--- config.mk ---
export PLATFORM = sky130hd
export DESIGN_NAME = sbus_datapath
export DESIGN_NICKNAME = d
export VERILOG_FILES = /design/src/rtl/sbus_pkg.sv /design/src/rtl/sbus_reg.sv /design/src/rtl/sbus_pc.sv /design/src/rtl/sbus_ram.sv /design/src/rtl/sbus_alu.sv /design/src/rtl/sbus_busmux.sv /design/src/rtl/sbus_datapath.sv
export SDC_FILE = /design/constraint.sdc
export NUM_CORES = 1
export LEC_CHECK = 0
export ABC_AREA = 1
export BUFFER_PORTS_ARGS = -buffer_cell sky130_fd_sc_hd__buf_2
export CORE_MARGIN = 1.5
export CORE_UTILIZATION = 50
export DETAILED_ROUTE_END_ITERATION = 10
export GPL_ROUTABILITY_DRIVEN = 0
export HOLD_SLACK_MARGIN = 0.15
export MAX_ROUTING_LAYER = met4
export PLACE_DENSITY = 0.69
export SYNTH_ARGS = -nofsm -noshare
export SYNTH_HDL_FRONTEND = slang
export SYNTH_SLANG_ARGS = --single-unit
--- constraint.sdc ---
create_clock -name clk -period 7 [get_ports clk]
set_input_delay 1.05 -clock clk [delete_from_list [all_inputs] [get_ports clk]]
set_output_delay 1.05 -clock clk [all_outputs]
set_load 0.05 [all_outputs]
--- src/rtl/sbus_pkg.sv ---
// Shared widths and bus source indices for the single-bus datapath.
// Assumes the bus source select is one-hot with one bit per source below.
package sbus_pkg;
    localparam int DATA_W  = 8;
    localparam int ADDR_W  = 4;
    localparam int NSRC    = 6;
    localparam int SRC_PC  = 0;
    localparam int SRC_RAM = 1;
    localparam int SRC_IR  = 2;
    localparam int SRC_A   = 3;
    localparam int SRC_ALU = 4;
    localparam int SRC_DBG = 5;
endpackage

--- src/rtl/sbus_reg.sv ---
// Generic load-enabled register with synchronous active-low reset.
// Assumes the load enable is sampled at the rising clock edge.
module sbus_reg #(
    parameter int W = 8
) (
    input  logic         clk,
    input  logic         rst_n,
    input  logic         en,
    input  logic [W-1:0] d,
    output logic [W-1:0] q
);
    // Capture d when enabled; clear on reset.
    always_ff @(posedge clk) begin
        if (!rst_n)  q <= '0;
        else if (en) q <= d;
    end
endmodule

--- src/rtl/sbus_pc.sv ---
// Program counter: clear beats load beats increment; wraps modulo 2**AW.
// Assumes load_val is the low bits of the shared bus.
module sbus_pc #(
    parameter int AW = 4
) (
    input  logic          clk,
    input  logic          rst_n,
    input  logic          clr,
    input  logic          load,
    input  logic          inc,
    input  logic [AW-1:0] load_val,
    output logic [AW-1:0] q
);
    localparam logic [AW-1:0] ONE = {{(AW-1){1'b0}}, 1'b1};

    // Update the counter according to the priority of its controls.
    always_ff @(posedge clk) begin
        if (!rst_n || clr) q <= '0;
        else if (load)     q <= load_val;
        else if (inc)      q <= q + ONE;
    end
endmodule

--- src/rtl/sbus_ram.sv ---
// Small RAM: asynchronous read, synchronous write at one shared address.
// Assumes contents are not cleared by reset; software fills them first.
module sbus_ram #(
    parameter int AW = 4,
    parameter int DW = 8
) (
    input  logic          clk,
    input  logic          we,
    input  logic [AW-1:0] addr,
    input  logic [DW-1:0] wdata,
    output logic [DW-1:0] rdata
);
    localparam int DEPTH = 1 << AW;

    logic [DW-1:0] mem [DEPTH];

    // Write the bus value into the addressed word.
    always_ff @(posedge clk) begin
        if (we) mem[addr] <= wdata;
    end

    // Present the addressed word combinationally.
    always_comb rdata = mem[addr];
endmodule

--- src/rtl/sbus_alu.sv ---
// Add/subtract unit; result wraps modulo 2**DW, no flags kept.
// Assumes both operands come straight from the A and B registers.
module sbus_alu #(
    parameter int DW = 8
) (
    input  logic [DW-1:0] a,
    input  logic [DW-1:0] b,
    input  logic          sub,
    output logic [DW-1:0] y
);
    // Select sum or difference.
    always_comb y = sub ? (a - b) : (a + b);
endmodule

--- src/rtl/sbus_busmux.sv ---
// AND-OR bus multiplexer; with no select bit the bus reads zero.
// Assumes sel is one-hot or zero; multiple bits would OR the sources.
module sbus_busmux #(
    parameter int DW = 8,
    parameter int N  = 6
) (
    input  logic [N-1:0][DW-1:0] src,
    input  logic [N-1:0]         sel,
    output logic [DW-1:0]        bus
);
    logic [N:0][DW-1:0] acc;

    assign acc[0] = '0;
    for (genvar g = 0; g < N; g++) begin : g_or
        assign acc[g+1] = acc[g] | (src[g] & {DW{sel[g]}});
    end
    assign bus = acc[N];
endmodule

--- src/rtl/sbus_datapath.sv ---
// Single-bus CPU datapath: PC, MAR, RAM, IR, A, B and ALU on one bus.
// Assumes an external control unit gives a one-hot source and load strobes.
module sbus_datapath
    import sbus_pkg::*;
#(
    parameter int DW = DATA_W,
    parameter int AW = ADDR_W
) (
    input  logic            clk,
    input  logic            rst_n,
    input  logic [NSRC-1:0] bus_src,
    input  logic [DW-1:0]   dbg_data,
    input  logic            ld_mar,
    input  logic            ld_ir,
    input  logic            ld_a,
    input  logic            ld_b,
    input  logic            ram_wr,
    input  logic            pc_inc,
    input  logic            pc_load,
    input  logic            pc_clr,
    input  logic            alu_sub,
    output logic [DW-AW-1:0] opcode,
    output logic [AW-1:0]   pc_q,
    output logic [AW-1:0]   mar_q,
    output logic [DW-1:0]   ir_q,
    output logic [DW-1:0]   a_q,
    output logic [DW-1:0]   b_q,
    output logic [DW-1:0]   bus_q
);
    localparam int PADW = DW - AW;

    logic [NSRC-1:0][DW-1:0] src_data;
    logic [DW-1:0]           ram_rd;
    logic [DW-1:0]           alu_y;
    logic [DW-1:0]           bus;

    assign src_data[SRC_PC]  = {{PADW{1'b0}}, pc_q};
    assign src_data[SRC_RAM] = ram_rd;
    assign src_data[SRC_IR]  = {{PADW{1'b0}}, ir_q[AW-1:0]};
    assign src_data[SRC_A]   = a_q;
    assign src_data[SRC_ALU] = alu_y;
    assign src_data[SRC_DBG] = dbg_data;

    sbus_busmux #(.DW(DW), .N(NSRC)) u_mux (
        .src (src_data),
        .sel (bus_src),
        .bus (bus)
    );

    sbus_pc #(.AW(AW)) u_pc (
        .clk      (clk),
        .rst_n    (rst_n),
        .clr      (pc_clr),
        .load     (pc_load),
        .inc      (pc_inc),
        .load_val (bus[AW-1:0]),
        .q        (pc_q)
    );

    sbus_reg #(.W(AW)) u_mar (
        .clk (clk), .rst_n (rst_n), .en (ld_mar), .d (bus[AW-1:0]), .q (mar_q)
    );

    sbus_reg #(.W(DW)) u_ir (
        .clk (clk), .rst_n (rst_n), .en (ld_ir), .d (bus), .q (ir_q)
    );

    sbus_reg #(.W(DW)) u_a (
        .clk (clk), .rst_n (rst_n), .en (ld_a), .d (bus), .q (a_q)
    );

    sbus_reg #(.W(DW)) u_b (
        .clk (clk), .rst_n (rst_n), .en (ld_b), .d (bus), .q (b_q)
    );

    sbus_ram #(.AW(AW), .DW(DW)) u_ram (
        .clk   (clk),
        .we    (ram_wr),
        .addr  (mar_q),
        .wdata (bus),
        .rdata (ram_rd)
    );

    sbus_alu #(.DW(DW)) u_alu (
        .a   (a_q),
        .b   (b_q),
        .sub (alu_sub),
        .y   (alu_y)
    );

    assign opcode = ir_q[DW-1:AW];
    assign bus_q  = bus;
endmodule

==> Yosys cells after proc, flatten, opt, wreduce, memory -nomap -nowiden <==
Memory sizes are Yosys's and may differ from the RTL's. A register that Yosys moved wholly into a read port is not among the register bits.
Cells that the tools add are included.
{ "op_classes": {"n_addsub": 3, "n_mux": 7, "bitwise_logic": 11, "reduce_logical": 3} }
{ "op_table": {"columns": ["op", "count"], "rows": [
  ["$or 8x8->8", 5],
  ["$and 8x8->8", 4],
  ["$and 4x8->8", 2],
  ["$mux 4", 4],
  ["$add 8x8->8", 1],
  ["$mux 8", 1],
  ["$sub 8x8->8", 1],
  ["$add 4x1->4 const B", 1],
  ["$mux 1", 2],
  ["$reduce_bool 2->1", 1],
  ["$logic_not 1->1", 1],
  ["$logic_or 1x1->1", 1]
]} }
{ "totals": {"ff_bits": 32, "mem_bits_rw": 128, "input_bits": 25, "output_inout_bits": 44, "elab_cells": 30, "memories": 1} }
{ "memory_table": {"columns": ["memory", "words", "width", "read_ports", "rd_clocked_by_memory_dff", "wr", "line", "rtl"], "rows": [
  ["u_ram.mem", 16, 8, 1, 1, 1, "sbus_ram.sv:15", "logic [DW-1:0] mem [DEPTH];"]
]} }

==> Logic depth before layout (Yosys ltp) <==
Gate-level depths: netlist of the first run.
{ "depth": {"ltp_word": 8, "ltp_mapped": 19, "ltp_nobuf": 19} }

==> Cells and area by module <==
A second synthesis of the first run with hierarchy kept.
{ "unflattened": {"cells_unflattened": 951, "hier_area_um2": 7841.3} }
{ "by_module_without_submodules": {"columns": ["module", "instances", "cells_each", "area_per_inst_um2", "seq_area_each_um2"], "rows": [
  ["sbus_ram", 1, 540, 5432.7, 3843.7],
  ["sbus_reg at u_a ...", 3, 51, 356.6, 160.2],
  ["sbus_alu", 1, 90, 513.0, 0.0],
  ["sbus_busmux", 1, 102, 390.4, 0.0],
  ["sbus_pc", 1, 36, 235.2, 80.1],
  ["sbus_reg at u_mar", 1, 25, 166.4, 80.1],
  ["sbus_datapath", 1, 5, 33.8, 0.0]
]} }

==> Worst setup path after synthesis of the first run <==
No wires, ideal clock.
{ "synth_timing": {"kind": "register to output", "from": "reg u_b.q[0]", "to": "out bus_q[5]", "arrival_ns": 2.985, "required_ns": 5.950, "slack_ns": 2.965, "stages_incl_launch_ff": 14, "n_path_buf": 0, "path_cell_list": "dfxtp_1 > inv_1 > ha_1 > inv_1 > nor2_1 > a21oi_1 > xor2_1 > inv_1 > ha_1 > nand2_1 > or2_2 > nand4_1 > nand3_1 > nand3_1"} }
{ "synth_between": {"elab_chain_cells": 5, "elab_cells_between_ends": 6, "classes_between": "2 x add/sub; 1 x mux; 3 x bitwise"} }
{ "synth_lines": {"columns": ["element", "line", "rtl"], "rows": [
  ["from (decl)", "sbus_reg.sv:10", "output logic [W-1:0] q"],
  ["from (signal assigned)", "sbus_reg.sv:14", "if (!rst_n) q <= '0;"],
  ["from (signal assigned)", "sbus_reg.sv:15", "else if (en) q <= d;"],
  ["$add 8x8->8 or $sub 8x8->8 (tied branches)", "sbus_alu.sv:12", "always_comb y = sub ? (a - b) : (a + b);"],
  ["$mux 8 (*)", "sbus_alu.sv:12", null],
  ["$and 8x8->8 (*)", "sbus_busmux.sv:15", "assign acc[g+1] = acc[g] | (src[g] & {DW{sel[g]}});"],
  ["$or 8x8->8 (*) (2 in series)", "sbus_busmux.sv:15", null],
  ["to (decl)", "sbus_datapath.sv:28", "output logic [DW-1:0] bus_q"]
]} }
Every way passes the cells marked *; elsewhere a longest branch is shown, timed or not.

==> results of run 1 <==
==> final cells by class <==
class,instances,share of cell area (%)
clock inverters,11,1.59
repair buffers,72,4.32
clock buffers,20,5.09
flip-flops and latches,164,53.2
inverters,120,5.25
well taps,184,2.68
multi-input cells,523,27.9
==> worst paths after layout <==
check                 start               to  slack [ps]  cells after the start
hold / removal    u_ir.q[5]        u_ir.q[5]         580                      4
hold reg to reg   u_ir.q[5]        u_ir.q[5]         580                      4
setup / recovery  flip-flop         bus_q[6]        2240                     11
setup reg to reg  flip-flop  u_ram.mem[8][6]        3680                     10
==> layer usage <==
layer | global-route usage [%] | routed length, um | vias to the layer above
li1 | - | - | 2872
met1 | 32.4 | 8020 | 2671
met2 | 37.4 | 8480 | 179
met3 | 4.01 | 968 | 23
met4 | 9.06 | 306 | 0
met5 | - | 0 | -
==> registers in the layout (all words and copies together) (netlist names), named ones only <==
name       count
u_b.q          8
u_mar.q        4
u_a.q          8
u_pc.q         4
u_ram.mem    128
u_ir.q         8
==> logic make-up after synthesis <==
group	share of synthesized area, %
adders and majority gates	1.74
DFF	60.0
AOI/OAI and AO/OA	6.56
and+or+nand+nor	22.5
xor gates and xnor gates	0.576
buffers and inverters	8.57
==> cell usage in the layout (no fill, tap or decap), types with 2 or more instances in the layout <==
cell and count:
clkinv_2 3, clkinvlp_4 2, nand2_2 3, buf_4 4, nand2_1 201, ha_1 9
or2_2 2, inv_1 118, o21ai_0 36, o21ai_1 19, nand3_2 2, bufinv_16 3
clkbuf_16 17, xor2_1 4, edfxtp_1 128, clkbuf_1 3, nor2_1 107, buf_2 68
nand4_1 13, a21oi_1 32, dfxtp_1 35, nand3_1 84, o211ai_1 4, clkinv_1 3
==> tightest hold or removal path, stage by stage, from the launching register on <==
cell and delay, ps:
dfxtp_1 320, nor2_1 90, nor2_1 40, nand2_1 60
inv_1 30
==> metrics by stage <==
| stage | hold WS [ps] | power (W) | utilization [%] |
|---|---|---|---|
| floorplan | 764 | 0.00160 | - |
| global placement | 562 | 0.00173 | 54.5 |
| detailed placement | 564 | 0.00173 | 54.5 |
| CTS | 575 | 0.00264 | 58.4 |
| global route | 629 | 0.00274 | 58.4 |
| finish | 582 | 0.00263 | 58.4 |
==> power by group through the flow <==
stage	clock network, W	logic [W]	registers [W]
final	0.000916	0.000546	0.00117
after global routing	0.000961	0.000605	0.00117
after CTS	0.000925	0.000549	0.00117
after detailed placement	0	0.000544	0.00119
after global placement	0	0.000538	0.00119
after floorplan	0	0.000349	0.00125
==> results.py, run 1 <==
metrics = {
    "pwr": {
        "combPwrFrac_pct": 20.8,
        "p_sw_share_pct": 30.5,
        "switching_power_w": 0.000801,
        "pwr-share-seq_pct": 44.4,
        "power.leakage_nw": 3.80,
        "p_int_w": 0.00183,
        "clock_power_share_pct": 34.8,
        "p_per_area_nw_per_um2": 307,
        "ir_drop_uv": 216,
    },
    "timing": {
        "clock.fmax_mhz": 210,
        "slew_headroom_pct": 22.1,
        "timing.final.crit_share_pct": 68.0,
        "setup_slack_ps": 2240,
        "period_minus_slack_ps": 4760,
        "setup_tns_ps": 0,
        "hold_viol": 0,
        "worstMarginPinSlew_ps": 1170,
        "finalSetupViolCount": 0,
        "final_max_slew_viol_count": 0,
        "clock_skew_ps": 6.36,
        "rsz0062_at_grt": "false",
    },
    "yosys": {
        "synth_area_per_cell_sq_um": 9.02,
        "yosys.area.top_type": "edfxtp_1",
        "synth_edf_count": 128,
        "synth_cell_types": 29,
        "syn-num-nets": 878,
        "yosysSeqAreaShare_pct": 60.0,
        "yosys_warnings": 0,
        "synth_seq_cells": 164,
        "yosysTopAreaCellShare_pct": 50.5,
        "yosysMostFrequentCell": "nand2_1",
        "synth.area.top_cells": "edfxtp_1 51%, nand2_1 9.9%, dfxtp_1 9.5%",
        "synthArstFlopShare_pct": 0,
        "syn_inst": 843,
        "synth_ff_type": "edfxtp_1",
        "syn-cell-area_sq_um": 7610,
        "synth_common_cells": "201 x nand2_1, 128 x edfxtp_1, 118 x inv_1",
    },
    "route": {
        "num_vias": 5745,
        "ant_nets": 0,
        "drtIter0Drc": 546,
        "drc": 0,
        "first_pass_iters": 5,
        "totalWireLength_mm": 17.8,
        "avgRoutedWirePerCell_um": 16.2,
        "viasPerCell": 5.25,
    },
    "floorplan": {
        "top_level_ports": 69,
        "die_y_um": 126,
        "initial_core_util_pct": 51.7,
        "core_sq_um": 14700,
        "dieArea_sq_um": 16000,
        "rows": 44,
        "die_w_um": 126,
    },
    "job": {
        "maxCapViolations": 0,
    },
    "clocking": {
        "clock_sinks": 164,
        "clk_path_buf_depth": 2,
        "cts-hold-fix-buffers": 0,
        "post_cts_resized": 0,
        "clk_latency_ps": 430,
        "clkTransAtPathRegs_ps": 60,
        "h-tree-depth": 4,
        "cts_setup_buffers": 0,
        "cts_root_buf": "clkbuf_16",
        "cts_tree": "built",
        "cts-buffers-inserted": 17,
    },
    "cells_and_area": {
        "seqCellArea_sq_um": 4570,
        "final_cells": 1094,
        "num_antenna_cells": 0,
        "multi_input_area_sq_um": 2390,
        "design_area_sq_um": 8580,
        "nNetsFinal": 933,
        "drive_above_1_share_pct": 11.8,
        "fill_cells": 1334,
        "syn_to_final_growth_pct": 12.8,
    },
    "grt": {
        "antenna_found_initial": 0,
        "grt_pass1_vias": 5284,
        "grt_usage_pct": 24.2,
        "grt_pass1_wl_mm": 28.2,
        "grt_overflow": 0,
        "grt_max_degree": 68,
    },
    "setup_path": {
        "cp.arrival_ps": 3710,
        "cp_slowest_cell": "inv_2",
        "worst-endpoint-required_ps": 5950,
        "end_kind": "output port",
        "startpoint_type": "flip-flop",
        "crit_family": "buffers and inverters",
        "crit_chain": "buf_4 > inv_2 > nand2_1 > nand2_1 > nand2_1 > nand3_1 > nand2_1 > nand2_1 > nand3_1 > nand3_1 > buf_2",
        "worst-path-max-fanout": 67,
        "crit_top_cell": "nand2_1",
        "cpPeakStageDelay_ps": 640,
        "worst-path-buf-inv": 3,
        "path_class": "flip-flop to output port",
    },
    "run_status": {
        "status": "completed",
    },
    "min_path": {
        "hold_path.class": "flip-flop to flip-flop",
    },
    "placed_design": {
        "placed_cells": 1063,
        "portBuffers": 68,
        "dpl_worst_slack_ps": 2470,
        "place_hpwl_mm": 11.4,
        "place_area_sq_um": 8010,
    },
}
(Power assumes the default switching activity.)
==> run 2, diff against run 1 <==
--- a/config.mk
+++ b/config.mk
@@ -13,7 +13,7 @@
 export GPL_ROUTABILITY_DRIVEN = 0
 export HOLD_SLACK_MARGIN = 0.15
 export MAX_ROUTING_LAYER = met4
-export PLACE_DENSITY = 0.69
+export PLACE_DENSITY = 0.72
 export SYNTH_ARGS = -nofsm -noshare
 export SYNTH_HDL_FRONTEND = slang
 export SYNTH_SLANG_ARGS = --single-unit
==> constraint.sdc (replaced) <==
create_clock -name clk -period 4.3 [get_ports clk]
set_input_delay 0.645 -clock clk [delete_from_list [all_inputs] [get_ports clk]]
set_output_delay 0.645 -clock clk [all_outputs]
set_load 0.05 [all_outputs]
==> results.py, run 2 (synthesis results as in run 1) <==
metrics = {
    "timing": {
        "setup_tns_ps": 0,
        "hold_viol": 0,
        "finalSetupViolCount": 0,
        "hold_ws_ps": 537,
        "slew_headroom_pct": 33.3,
        "period_minus_slack_ps": 3850,
        "worstMarginPinSlew_ps": 997,
        "clock_skew_ps": 6.71,
        "rsz0062_at_grt": "false",
        "final_max_slew_viol_count": 0,
        "timing.final.crit_share_pct": 89.5,
        "clock.fmax_mhz": 260,
    },
    "grt": {
        "grt_max_degree": 67,
        "grt_usage_pct": 24.2,
        "use_met3_pct": 4.30,
        "antenna_found_initial": 0,
        "use_met1_pct": 33.0,
        "grt.busiest_layer": "met2",
        "grtUsageMet2_pct": 36.6,
        "grt_overflow": 0,
        "grt_pass1_wl_mm": 28.4,
        "grt_pass1_vias": 5329,
    },
    "clocking": {
        "cts_root_buf": "clkbuf_16",
        "clkTransAtPathRegs_ps": 60,
        "cts-hold-fix-buffers": 0,
        "clock_sinks": 164,
        "cts_tree": "built",
        "cts_setup_buffers": 0,
        "h-tree-depth": 4,
        "clk_latency_ps": 430,
        "cts-buffers-inserted": 17,
        "clk_path_buf_depth": 2,
        "post_cts_resized": 0,
    },
    "cells_and_area": {
        "num_antenna_cells": 0,
        "syn_to_final_growth_pct": 13.1,
        "design_area_sq_um": 8600,
        "layout_commonest_cell": "nand2_1",
        "drive_above_1_share_pct": 12.2,
        "layout_common_cells": "201 x nand2_1, 128 x edfxtp_1, 118 x inv_1",
        "final_cells": 1101,
        "largest_register": "u_ram.mem",
        "nNetsFinal": 939,
        "largest_reg_flops": 128,
    },
    "floorplan": {
        "top_level_ports": 69,
        "die_y_um": 126,
        "die_w_um": 126,
        "initial_core_util_pct": 51.7,
        "rows": 44,
        "dieArea_sq_um": 16000,
        "core_sq_um": 14700,
    },
    "setup_path": {
        "path_class": "flip-flop to output port",
        "end_kind": "output port",
        "reg2reg_slack_ps": 1380,
        "cp.arrival_ps": 3200,
        "worst-endpoint-required_ps": 3650,
        "startpoint_type": "flip-flop",
        "worst-path-max-fanout": 17,
    },
    "route": {
        "totalWireLength_mm": 17.9,
        "first_pass_iters": 7,
        "drtIter0Drc": 617,
        "avgRoutedWirePerCell_um": 16.3,
        "ant_nets": 0,
        "viasPerCell": 5.30,
        "drc": 0,
        "num_vias": 5832,
    },
    "min_path": {
        "hold_path.class": "input port to flip-flop",
    },
    "run_status": {
        "status": "completed",
    },
    "placed_design": {
        "portBuffers": 68,
        "place_area_sq_um": 8050,
        "placed_cells": 1069,
        "place_hpwl_mm": 11.6,
    },
    "pwr": {
        "ir_drop_uv": 289,
        "p_per_area_nw_per_um2": 495,
        "power.leakage_nw": 3.82,
    },
    "job": {
        "maxCapViolations": 0,
    },
}
run 2: cell types whose count changed in the layout (fill, tap and decap cells not counted), sizes merged:
cell | previous run | this run
bufinv | 3 | 2
clkbuf | 20 | 21
buf | 72 | 78
clkinvlp | 2 | 1
clkinv | 7 | 8
inv | 119 | 120
run 2: final timing paths:
kind	from	to	cells after the start
max	u_b.q[0]	bus_q[3]	15
max reg2reg	u_b.q[1]	u_ram.mem[3][7]	18
min reg2reg	u_ir.q[7]	u_ir.q[7]	4
min	pc_clr	u_pc.q[1]	4
run 2: per-layer routing:
layer / share of wire, % / wire, um / vias to the layer above
met5: 0 / 0 / -
met4: 2.1 / 367 / 0
met3: 5.7 / 1020 / 37
met2: 47 / 8480 / 187
met1: 45 / 8030 / 2727
li1: - / - / 2881
run 2: area by class of cell:
class	instances	area [sq um]
timing repair buffer	78	415
clock inverter	11	111
multi-input combinational	523	2390
inverter	120	450
sequential	164	4570
clock buffer	21	440
fill	1262	6100
tap	184	230
run 2: critical path, cell delays in order, from the launching register on:
cell     delay (ps)
dfxtp_1         370
inv_1            70
ha_1            210
inv_1            50
nor2_1           50
o21ai_0         130
o21ai_0         120
ha_1            380
a21oi_1         190
nand2_1         120
a21oi_1         120
o21ai_0          80
nand2_1          60
inv_1            90
nand2_1         370
buf_2           350
run 2: metrics by stage:
stage	util (%)	power [W]	worst slack [ps]
2_1_floorplan	-	0.00260	670
3_3_place_gp	54.8	0.00283	899
3_5_place_dp	54.8	0.00284	835
4_1_cts	58.5	0.00426	474
5_1_grt	58.5	0.00443	119
6_report	58.5	0.00425	450
run 2: report_power, final:
part           switching [W]  internal [W]  total [W]
clock network       0.000589      0.000847    0.00144
logic               0.000686      0.000235   0.000921
registers          0.0000442       0.00185    0.00190
